===== config.mk =====
export PLATFORM = sky130hd
export DESIGN_NAME = flash_cmd_seq
export DESIGN_NICKNAME = d
export VERILOG_FILES = /design/src/rtl/flash_cmd_pkg.sv /design/src/rtl/flash_cmd_decode.sv /design/src/rtl/flash_rd_route.sv /design/src/rtl/flash_cmd_seq.sv
export SDC_FILE = /design/constraint.sdc
export NUM_CORES = 1
export LEC_CHECK = 0
export BUFFER_PORTS_ARGS = -buffer_cell sky130_fd_sc_hd__buf_2
export CORE_UTILIZATION = 30
export CTS_CLUSTER_SIZE = 8
export DETAILED_ROUTE_END_ITERATION = 7
export PLACE_DENSITY = 0.61
export SLEW_MARGIN = 30
export SYNTH_ARGS = -nofsm -noshare
export SYNTH_HDL_FRONTEND = slang
export SYNTH_SLANG_ARGS = --single-unit

===== constraint.sdc =====
create_clock -name clk -period 1.9 [get_ports clk]
set_input_delay 0.285 -clock clk [delete_from_list [all_inputs] [get_ports clk]]
set_output_delay 0.285 -clock clk [all_outputs]
set_load 0.05 [all_outputs]

===== src/rtl/flash_cmd_pkg.sv =====
package flash_cmd_pkg;

    typedef logic [7:0] byte_t;

    localparam byte_t CODE_READ  = 8'h00;
    localparam byte_t CODE_PROG  = 8'h40;
    localparam byte_t CODE_PVFY  = 8'hC0;
    localparam byte_t CODE_EVFY  = 8'hA0;
    localparam byte_t CODE_ERASE = 8'h20;
    localparam byte_t CODE_RESET = 8'hFF;

    typedef enum logic [2:0] {
        MODE_READ = 3'd0,
        MODE_PROG = 3'd1,
        MODE_PVFY = 3'd2,
        MODE_EVFY = 3'd3,
        MODE_BUSY = 3'd4
    } mode_e;

    typedef enum logic [1:0] {
        PEND_NONE  = 2'd0,
        PEND_ERASE = 2'd1,
        PEND_RESET = 2'd2
    } pend_e;

    typedef enum logic [3:0] {
        ACT_IGNORE,
        ACT_READ,
        ACT_PROG,
        ACT_PVFY,
        ACT_EVFY,
        ACT_ARM_ERASE,
        ACT_ERASE,
        ACT_ARM_RESET,
        ACT_RESET
    } act_e;

    typedef enum logic {
        OP_PROGRAM = 1'b0,
        OP_ERASE   = 1'b1
    } op_e;

endpackage


===== src/rtl/flash_cmd_decode.sv =====
module flash_cmd_decode
    import flash_cmd_pkg::*;
(
    input  byte_t code,
    input  pend_e pend,
    output act_e  act
);

    always_comb begin
        if (pend == PEND_ERASE && code == CODE_ERASE) begin
            act = ACT_ERASE;
        end else if (pend == PEND_RESET && code == CODE_RESET) begin
            act = ACT_RESET;
        end else begin
            // an unmatched second byte is decoded as a fresh command
            case (code)
                CODE_READ:  act = ACT_READ;
                CODE_PROG:  act = ACT_PROG;
                CODE_PVFY:  act = ACT_PVFY;
                CODE_EVFY:  act = ACT_EVFY;
                CODE_ERASE: act = ACT_ARM_ERASE;
                CODE_RESET: act = ACT_ARM_RESET;
                default:    act = ACT_IGNORE;
            endcase
        end
    end

endmodule


===== src/rtl/flash_rd_route.sv =====
module flash_rd_route
    import flash_cmd_pkg::*;
#(
    parameter int                ADDR_W   = 16,
    parameter logic [ADDR_W-1:0] CMD_ADDR = '1
) (
    input  logic              rd,
    input  logic [ADDR_W-1:0] addr,
    input  mode_e             mode,
    input  byte_t             arr_rdata,
    input  byte_t             vfy_rdata,
    output byte_t             rdata
);

    logic hit_cmd;
    logic use_vfy;

    assign hit_cmd = (addr == CMD_ADDR);
    assign use_vfy = (mode == MODE_PVFY) || (mode == MODE_EVFY);

    always_comb begin
        if (!rd || hit_cmd) begin
            rdata = '0;
        end else if (use_vfy) begin
            rdata = vfy_rdata;
        end else begin
            rdata = arr_rdata;
        end
    end

endmodule


===== src/rtl/flash_cmd_seq.sv =====
module flash_cmd_seq
    import flash_cmd_pkg::*;
#(
    parameter int                ADDR_W   = 16,
    parameter logic [ADDR_W-1:0] CMD_ADDR = '1
) (
    input  logic              clk,
    input  logic              rst_n,
    input  logic              mode_sel,
    input  logic              vpp_ok,
    input  logic              bus_wr,
    input  logic              bus_rd,
    input  logic [ADDR_W-1:0] bus_addr,
    input  logic [7:0]        bus_wdata,
    output logic [7:0]        bus_rdata,
    output logic              arr_req,
    output logic              arr_op,
    output logic [ADDR_W-1:0] arr_addr,
    output logic [7:0]        arr_wdata,
    input  logic              arr_done,
    input  logic [7:0]        arr_rdata,
    input  logic [7:0]        vfy_rdata,
    output logic              busy,
    output logic              err,
    output logic [2:0]        mode_o
);

    typedef struct packed {
        mode_e             mode;
        mode_e             ret;
        pend_e             pend;
        op_e               op;
        logic [ADDR_W-1:0] addr;
        byte_t             data;
        logic              err;
    } seq_t;

    localparam seq_t SEQ_RESET = '{
        mode: MODE_READ,
        ret:  MODE_READ,
        pend: PEND_NONE,
        op:   OP_PROGRAM,
        addr: '0,
        data: '0,
        err:  1'b0
    };

    seq_t  seq_d, seq_q;
    act_e  act;
    logic  enable;
    logic  is_cmd;

    assign enable = mode_sel & vpp_ok;
    assign is_cmd = (bus_addr == CMD_ADDR);

    flash_cmd_decode i_decode (
        .code (bus_wdata),
        .pend (seq_q.pend),
        .act  (act)
    );

    always_comb begin
        seq_d = seq_q;
        if (!enable) begin
            seq_d.mode = MODE_READ;
            seq_d.pend = PEND_NONE;
        end else if (seq_q.mode == MODE_BUSY) begin
            if (bus_wr) begin
                seq_d.err = 1'b1;
            end
            if (arr_done) begin
                seq_d.mode = seq_q.ret;
            end
        end else if (bus_wr) begin
            seq_d.pend = PEND_NONE;
            if (is_cmd) begin
                case (act)
                    ACT_READ:      seq_d.mode = MODE_READ;
                    ACT_PROG:      seq_d.mode = MODE_PROG;
                    ACT_PVFY:      seq_d.mode = MODE_PVFY;
                    ACT_EVFY:      seq_d.mode = MODE_EVFY;
                    ACT_ARM_ERASE: seq_d.pend = PEND_ERASE;
                    ACT_ARM_RESET: seq_d.pend = PEND_RESET;
                    ACT_ERASE: begin
                        seq_d.mode = MODE_BUSY;
                        seq_d.ret  = MODE_READ;
                        seq_d.op   = OP_ERASE;
                        seq_d.addr = bus_addr;
                        seq_d.data = bus_wdata;
                    end
                    ACT_RESET: begin
                        seq_d.mode = MODE_READ;
                        seq_d.err  = 1'b0;
                    end
                    default: ;
                endcase
            end else if (seq_q.mode == MODE_PROG) begin
                seq_d.mode = MODE_BUSY;
                seq_d.ret  = MODE_PROG;
                seq_d.op   = OP_PROGRAM;
                seq_d.addr = bus_addr;
                seq_d.data = bus_wdata;
            end
        end
    end

    always_ff @(posedge clk or negedge rst_n) begin
        if (!rst_n) begin
            seq_q <= SEQ_RESET;
        end else begin
            seq_q <= seq_d;
        end
    end

    flash_rd_route #(
        .ADDR_W   (ADDR_W),
        .CMD_ADDR (CMD_ADDR)
    ) i_route (
        .rd        (bus_rd),
        .addr      (bus_addr),
        .mode      (seq_q.mode),
        .arr_rdata (arr_rdata),
        .vfy_rdata (vfy_rdata),
        .rdata     (bus_rdata)
    );

    assign busy      = (seq_q.mode == MODE_BUSY);
    assign arr_req   = busy;
    assign arr_op    = seq_q.op;
    assign arr_addr  = seq_q.addr;
    assign arr_wdata = seq_q.data;
    assign err       = seq_q.err;
    assign mode_o    = seq_q.mode;

endmodule


======== Word level (Yosys, flattened, before mapping) ========
Index checks and enable logic that the tools add are counted.
word-level totals
  register bits ........................... 34
  input bits .............................. 47
  output and inout port bits .............. 39
  logic and storage cells ................. 74
cells by class
  equality and inequality tests ........... 27
  multiplexer cells ....................... 24
  bitwise gates (word level) .............. 2
  reduce and logical (&&, ||, !) cells .... 14
operator list
  cell                  count
  $mux 25               3
  $mux 34               1
  $mux 27               1
  $eq 8x8->1 const B    3
  $pmux 3 s6            1
  $eq 16x16->1 const B  1
  $eq 4x3->1 const B    4
  $mux 8                2
  $pmux 3 s5            1
  $mux 3                4
  $mux 6                2
  $eq 4x2->1 const B    2
  $eq 8x6->1 const B    1
  $eq 8x7->1 const B    1
  $logic_not 8->1       1
  $mux 4                2
  $ne 8x8->1 const B    1
  $reduce_and 4->1      2
  $eq 3x2->1 const B    2
  $ne 2x2->1 const B    3
  $ne 3x3->1 const B    2
  $reduce_bool 2->1     3
  $reduce_and 5->1      1
  $eq 4x1->1 const B    1
  16 further kinds      22

======== Logic depth before layout (Yosys ltp) ========
Gate-level depths: netlist of the first run.
  word-level depth ........................ 11
  mapped depth ............................ 7
  mapped depth without buffers ............ 6

======== Cells and area by module ========
From an unflattened synthesis of the first run, not the netlist that was laid out.
unflattened totals
  cells, all modules ...................... 179
  area total of the unflattened synthesis .. 2024.4 sq um
by module, submodules not included
  module            times used  cells each  area an instance (sq um)  sequential area each (sq um)
  flash_cmd_seq     1           138         1694.1                    800.8
  flash_rd_route    1           24          205.2                     0.0
  flash_cmd_decode  1           17          125.1                     0.0

======== Worst setup path after synthesis of the first run ========
Ideal clock, no wire load.
  path type ............................... flip-flop to flip-flop
  start ................................... register seq_q (netlist bit mode_o[0])
  end ..................................... register seq_q (netlist bit arr_addr[13])
  setup time .............................. 0.125 ns
  arrival ................................. 2.019 ns
  required time ........................... 1.775 ns
  setup slack ............................. -0.244 ns
  cell stages (with the launch flop) ...... 7
  path buffers ............................ 1
  clock period less this slack ............ 2.144 ns
  cells stage by stage .................... dfrtp_1 > or3b_1 > inv_1 > nor2_1 > nand2_4 > buf_6 > mux2_4
between the ends
  cells in the longest elaborated chain, start to end .. 3
  elaborated cells between the ends (all ways) .. 5
  those cells by class .................... eq/ne (2); bitwise (1); reduce/logical (2)
ends and longest elaborated chain
  what                        RTL line              RTL
  start: declaration          flash_cmd_seq.sv:48   seq_t seq_d, seq_q;
  start signal: assignment    flash_cmd_seq.sv:111  seq_q <= seq_d;
  $eq 3x3->1                  n/a
  named net arr_req           flash_cmd_seq.sv:16   output logic arr_req,
  $not 1->1 (no line)         n/a
  $reduce_and 5->1 (no line)  n/a
The timed path passes the listed nets, and every way through them passes these cells.
A chain may end at the register's enable or synchronous reset.

======== Final worst setup path of the first run ========
  start ................................... register seq_q (netlist bit mode_o[0])
  end ..................................... output port busy
between the ends
  cells in the longest elaborated chain, start to end .. 1
ends and longest elaborated chain
  what              RTL line              RTL
  $eq 3x3->1        flash_cmd_seq.sv:127  assign busy = (seq_q.mode == MODE_BUSY);
  end: declaration  flash_cmd_seq.sv:23   output logic busy,
Every way passes these cells.

==> results of run 1 <==
per-stage QoR:
step / worst slack (ns) / total power [mW] / TNS, ns / std cells
3_3_place_gp: -0.0931 / 0.986 / -2.58 / 317
6_report: 0.0775 / 1.48 / 0 / 324
2_1_floorplan: 0.00176 / 0.888 / 0 / 170
4_1_cts: 0.00396 / 1.50 / 0 / 325
5_1_grt: 0.0103 / 1.55 / 0 / 324
3_5_place_dp: -0.122 / 0.990 / -2.69 / 317
power by group:
part / internal (mW) / total (mW) / switching, mW / leakage, nW
clock network: 0.249 / 0.493 / 0.244 / 0.0410
registers: 0.697 / 0.704 / 0.00737 / 0.435
logic: 0.107 / 0.280 / 0.173 / 0.945
total: 1.05 / 1.48 / 0.424 / 1.42
layout make-up:
cell class / instances / area [um2] / area share (%)
Clock buffer: 6 / 72.6 / 2.86
Multi-Input combinational cell: 102 / 908 / 35.8
Sequential cell: 32 / 801 / 31.5
Clock inverter: 1 / 5.00 / 0.197
Inverter: 3 / 15.0 / 0.591
Timing Repair Buffer: 105 / 643 / 25.3
Tap cell: 75 / 93.8 / 3.70
flip-flops by register name, indices dropped and copies added, names as in the netlist:
signal	count
arr_addr	16
arr_wdata	8
err	1
arr_op	1
mode_o	3
seq_q	3
cell families (layout without fill, tap and decap cells):
group / Yosys count / after routing / synth area share [%]
AO/OA/AOI/OAI: 20 / 20 / 7.33
XOR/XNOR: 2 / 2 / 0.909
buffers and inverters: 36 / 115 / 13.5
flip-flops: 32 / 32 / 41.5
multiplexers: 33 / 33 / 22.4
AND/OR/NAND/NOR: 47 / 47 / 14.3
worst min path at each step:
stage | to | slack [ns] | depth (start not counted)
after global placement | arr_addr[5] | 0.38 | 1
after CTS | arr_wdata[2] | 0.09 | 1
final | arr_addr[6] | 0.06 | 1
after global routing | seq_q[27] | 0.12 | 1
after detailed placement | arr_addr[4] | 0.40 | 1
after floorplan | arr_addr[0] | -0.01 | 0
critical path, stage by stage (launching register included):
cell	delay (ns)
dfrtp_1	0.38
or3b_4	0.44
clkinvlp_4	0.11
buf_4	0.14
buf_4	0.20
cells in the final DEF (no fill, tap or decap), types with 2 or more instances in the layout:
cell type / count
a21oi_1: 5
buf_2: 75
buf_4: 21
buf_6: 8
clkbuf_8: 5
dfrtp_1: 32
inv_1: 2
mux2_2: 6
mux2_4: 18
mux2i_1: 8
nand2_1: 9
nand2_4: 2
nand2b_1: 3
nand3_1: 3
nand4_1: 6
nor2_1: 4
nor2_2: 9
o21ai_0: 4
o31ai_1: 4
xor2_1: 2
timing repair:
| item | in CTS | in global routing |
|---|---|---|
| hold buffers | 0 | 0 |
| buffers inserted | 1 | 0 |
| pin swaps | 3 | 5 |
| gates resized for setup | 20 | 2 |
| endpoints found under the setup margin | 10 | 11 |
metal layers:
| metal | GRT usage [%] | wire length, um | share of wire (%) | vias to the layer above |
|---|---|---|---|---|
| met5 | 0 | 0 | 0 | - |
| met4 | 5.26 | 44 | 1.0 | 0 |
| met3 | 4.29 | 397 | 9.1 | 4 |
| met2 | 22.1 | 1900 | 44 | 78 |
| met1 | 17.3 | 2010 | 46 | 709 |
| li1 | - | - | - | 733 |
==> results.toml, run 1 <==
[global_routing]
overflow = 0
grt_max_degree = 33
track_usage_pct = 13.8
grt_pass1_wl_um = 6840
antenna_found_initial = 0
grt_pass1_vias = 1490

[cells_and_area]
drive_gt1_share_pct = 62.2
postLayoutCellArea_mm2 = 0.00254
fillCellCount = 608
synthToLayoutAreaGrowth_pct = 31.7
final_util_pct = 41.9
antennaDiodeCount = 0
layout.nets = 296

[power_and_ir_drop]
cellPowerDensity_mw_per_mm2 = 582
ir_drop_mv = 0.304
power_leakage_nw = 1.42

[critical_path]
cp-end-kind = "output pin"
critPathMaxFanout = 5
arrival_ns = 1.54
rr_worst_depth = 6
crit_end = "busy"
rrSetupSlack_ns = 0.12
start_kind = "flip-flop"
cp.required_ns = 1.62
crit_start = "mode_o[0]"
worstSetupPathType = "reg -> out"
r2r_end = "arr_wdata[7]"
timing.rr.start = "seq_q[27]"

[timing]
fin_crit_ns = 1.82
setup_viol = 0
clock_skew_ns = 0.00411
relSlewSlack_pct = 51.4
slew_viol_final = 0
holdWs_ns = 0.0598
worstMarginPinSlew_ns = 0.730
period_share_pct = 95.9
rsz0062_at_grt = "false"
finalHoldViolations = 0
fmax_mhz = 549

[die]
core_area_mm2 = 0.00606
dieWidth_um = 82.2
io_pins = 86
die_h_um = 82.2
num_rows = 28
fp.dieArea_mm2 = 0.00675
initial_core_util_pct = 31.8

[logic_synthesis]
ys_types = 37
yosys-top-cells-area = "dfrtp_1 (42%), mux2_4 (14%), buf_4 (11%)"
synth_flop_cell = "dfrtp_1"
synth_top_area_share_pct = 41.5
ys_seq_elements = 32
postSynthAreaPerCell_um2 = 11.3
synth_nets = 217
ys_seq_area_share_pct = 41.5
yosys.area.top_type = "dfrtp_1"
synth_common_cells = "dfrtp_1 (32), buf_4 (29), mux2_4 (18)"
synthCells = 170
ys_async_sr_fraction_pct = 100
yosysWarningCount = 0
synth_edf_count = 0
synth_area_mm2 = 0.00193
synth.most_common_cell = "dfrtp_1"

[cts]
clockBufferDepth = 2
cts-buffers-inserted = 5
cts_tree = "yes"
cts.sinks = 32
htreeDepth = 2
clk_pin_slew_ns = 0.06
cts_root_buf = "clkbuf_8"
clock_latency_ns = 0.28

[run]
drv_cap = 0

[placement]
io_buffers = 85
dpl.hpwl_um = 3330
dpl_cell_area_mm2 = 0.00240
place_congestion = 0.767

[route]
vias_per_cell = 4.70
drtIter0Drc = 66
antenna_left = 0
totalWireLength_um = 4350
drc_errors = 0
via_count = 1524
wl_per_cell_um = 13.4
firstDrtPassIters = 4

[min_path]
hp-class = "in -> async"

[status]
status = "completed"
Power figures use the tool's default switching activity.
==> inputs of run 2 (changes only) <==
--- a/config.mk
+++ b/config.mk
@@ -13,4 +13,5 @@
 export SLEW_MARGIN = 30
 export SYNTH_ARGS = -nofsm -noshare
 export SYNTH_HDL_FRONTEND = slang
+export SYNTH_HIERARCHICAL = 1
 export SYNTH_SLANG_ARGS = --single-unit
==> results.toml, run 2 <==
[status]
status = "finished with violations"
violations = "DRC, setup timing"

[run]
drv_cap = 0

[critical_path]
worstSetupPathType = "reg -> reg"
cp.required_ns = 2.07
timing.rr.start = "seq_q[27]"
critPathMaxFanout = 8
start_kind = "flip-flop"
crit_start = "seq_q[27]"
arrival_ns = 2.52
cp-end-kind = "flip-flop"

[logic_synthesis]
synth_compound_gate_area_share_pct = 8.34
synth_area_mm2 = 0.00202
yosys.area_share.simple_pct = 16.3
yosys-top-cells-area = "dfrtp_1 (40%), mux2_4 (13%), buf_4 (10%)"
yosys.area.top_type = "dfrtp_1"
synthXorXnorAreaFrac_pct = 0.433
synth_edf_count = 0
synth_common_cells = "dfrtp_1 (32), buf_4 (28), mux2_4 (18)"
synth_top_area_share_pct = 39.6
yosysWarningCount = 6
synth_flop_cell = "dfrtp_1"
synthCells = 179
ys_types = 43
postSynthAreaPerCell_um2 = 11.3
synth_top_family_by_area = "multiplexers"
ys_seq_area_share_pct = 39.6
synth_nets = 226
ys_seq_elements = 32
synth_mux_area_share_pct = 22.9
synth-adder-area-share_pct = 0
ys_async_sr_fraction_pct = 100
synth.most_common_cell = "dfrtp_1"

[die]
initial_core_util_pct = 31.5
io_pins = 86
fp.dieArea_mm2 = 0.00708
num_rows = 29
dieWidth_um = 84.1
core_area_mm2 = 0.00642
die_h_um = 84.1

[global_routing]
grt_pass1_wl_um = 8200
grt_pass1_vias = 1787
overflow = 0
grt_max_degree = 33
track_usage_pct = 14.7
antenna_found_initial = 0

[timing]
setup_viol = 30
fin_crit_ns = 2.35
holdWs_ns = 0.0567
final.setup.worst_slack_ns = -0.451
finalHoldViolations = 0
relSlewSlack_pct = 52.0
worstMarginPinSlew_ns = 0.720
slew_viol_final = 0
rsz0062_at_grt = "true"
clock_skew_ns = 0.00464
fmax_mhz = 425
period_share_pct = 124

[placement]
io_buffers = 85
place_congestion = 0.792
dpl_cell_area_mm2 = 0.00276
place_ws_ns = -0.633
dpl.hpwl_um = 3840

[route]
via_count = 1730
firstDrtPassIters = 6
drc_errors = 10
drtIter0Drc = 33
antenna_left = 0
vias_per_cell = 4.63
totalWireLength_um = 5010
wl_per_cell_um = 13.4

[cells_and_area]
synthToLayoutAreaGrowth_pct = 48.8
drive_gt1_share_pct = 65.7
seqCellArea_um2 = 801
multi_input_area_mm2 = 0.00107
final_cell_mix = "buf_2 (82), buf_4 (51), dfrtp_1 (32), mux2_4 (24), nor2_1 (12)"
postLayoutCellArea_mm2 = 0.00301
layout_commonest_cell = "buf_2"
largest_reg_flops = 16
fillCellCount = 607
antennaDiodeCount = 0
final_util_pct = 46.9
layout.nets = 343

[cts]
clk_pin_slew_ns = 0.07
clockBufferDepth = 2
htreeDepth = 2
cts_root_buf = "clkbuf_8"
cts-buffers-inserted = 5
cts_tree = "yes"
clock_latency_ns = 0.28
cts.sinks = 32

[power_and_ir_drop]
ir_drop_mv = 0.248
cellPowerDensity_mw_per_mm2 = 513
power_leakage_nw = 1.64
power_mw = 1.55

[min_path]
hp-class = "in -> async"
[run 2: cell count changes after synthesis, moves of 2 or more]
| cell | before | now |
|---|---|---|
| nor2b_1 | 0 | 2 |
| a21oi_1 | 5 | 2 |
| nor3b_1 | 0 | 3 |
| mux2_2 | 6 | 0 |
| mux2i_1 | 8 | 10 |
| a21o_1 | 1 | 3 |
| nand4_1 | 6 | 8 |
| mux2_1 | 0 | 7 |
| o31ai_1 | 4 | 2 |
[run 2: cells by family (layout without fill, tap and decap cells)]
| group | count (synthesis) | count (layout) |
|---|---|---|
| compound gates | 21 | 21 |
| xor+xnor | 1 | 1 |
| buf+inv | 35 | 153 |
| flops | 32 | 32 |
| mux | 36 | 36 |
| simple gates | 54 | 54 |
[run 2: where the power goes]
part           internal (mW)  leakage [nW]  switching [mW]  total, mW
clock network          0.389        0.0552           0.252      0.641
logic                  0.102          1.14           0.120      0.223
registers              0.682         0.447        0.000399      0.682
total                   1.17          1.64           0.373       1.55
[run 2: metal layers]
layer	global-route usage, %	vias to the layer above	routed length, um
met5	0	-	0
met4	4.86	0	58
met3	5.51	6	408
met2	25.8	62	2390
met1	16.5	804	2150
li1	-	858	-
[run 2: per-stage QoR]
step	setup TNS, ns	cells
6_report	-11.87	374
5_1_grt	-15.44	374
4_1_cts	-12.60	374
3_5_place_dp	-16.43	360
3_3_place_gp	-14.81	360
2_1_floorplan	-12.22	179
[run 2: final cells by class]
cell class              count  share of cell area, %
multi-input cells         112                   35.7
repair buffers            142                   30.6
flip-flops and latches     32                   26.6
clock buffers               6                   2.41
inverters                   3                  0.374
well taps                  77                   3.20
clock inverters             2                   1.16
[run 2: repair_timing]
action | 4_1_cts | 5_1_grt
endpoints found under the setup margin | 35 | 39
pin swaps | 8 | 5
resized for setup | 25 | 5
hold buffers | 0 | 0
gates cloned | 1 | 0
buffers inserted | 7 | 3
[run 2: final timing paths]
check	slack, ns	cells after the start	to
max reg2reg	-0.45	9	arr_addr[0]
min reg2reg	0.49	1	seq_q[28]
max	-0.45	9	arr_addr[0]
min	0.06	1	arr_addr[1]
max in group asynchronous	1.38	1	seq_q[28]
min in group clk	0.31	3	err
[run 2: critical path, stage by stage (launching register included)]
cell and delay [ns]:
dfrtp_1 0.38, or4b_1 0.46, mux2i_1 0.14, a21o_1 0.17
inv_2 0.06, nor3b_4 0.20, mux2i_2 0.13, nor2_4 0.20
clkbuf_16 0.21, mux2_4 0.29
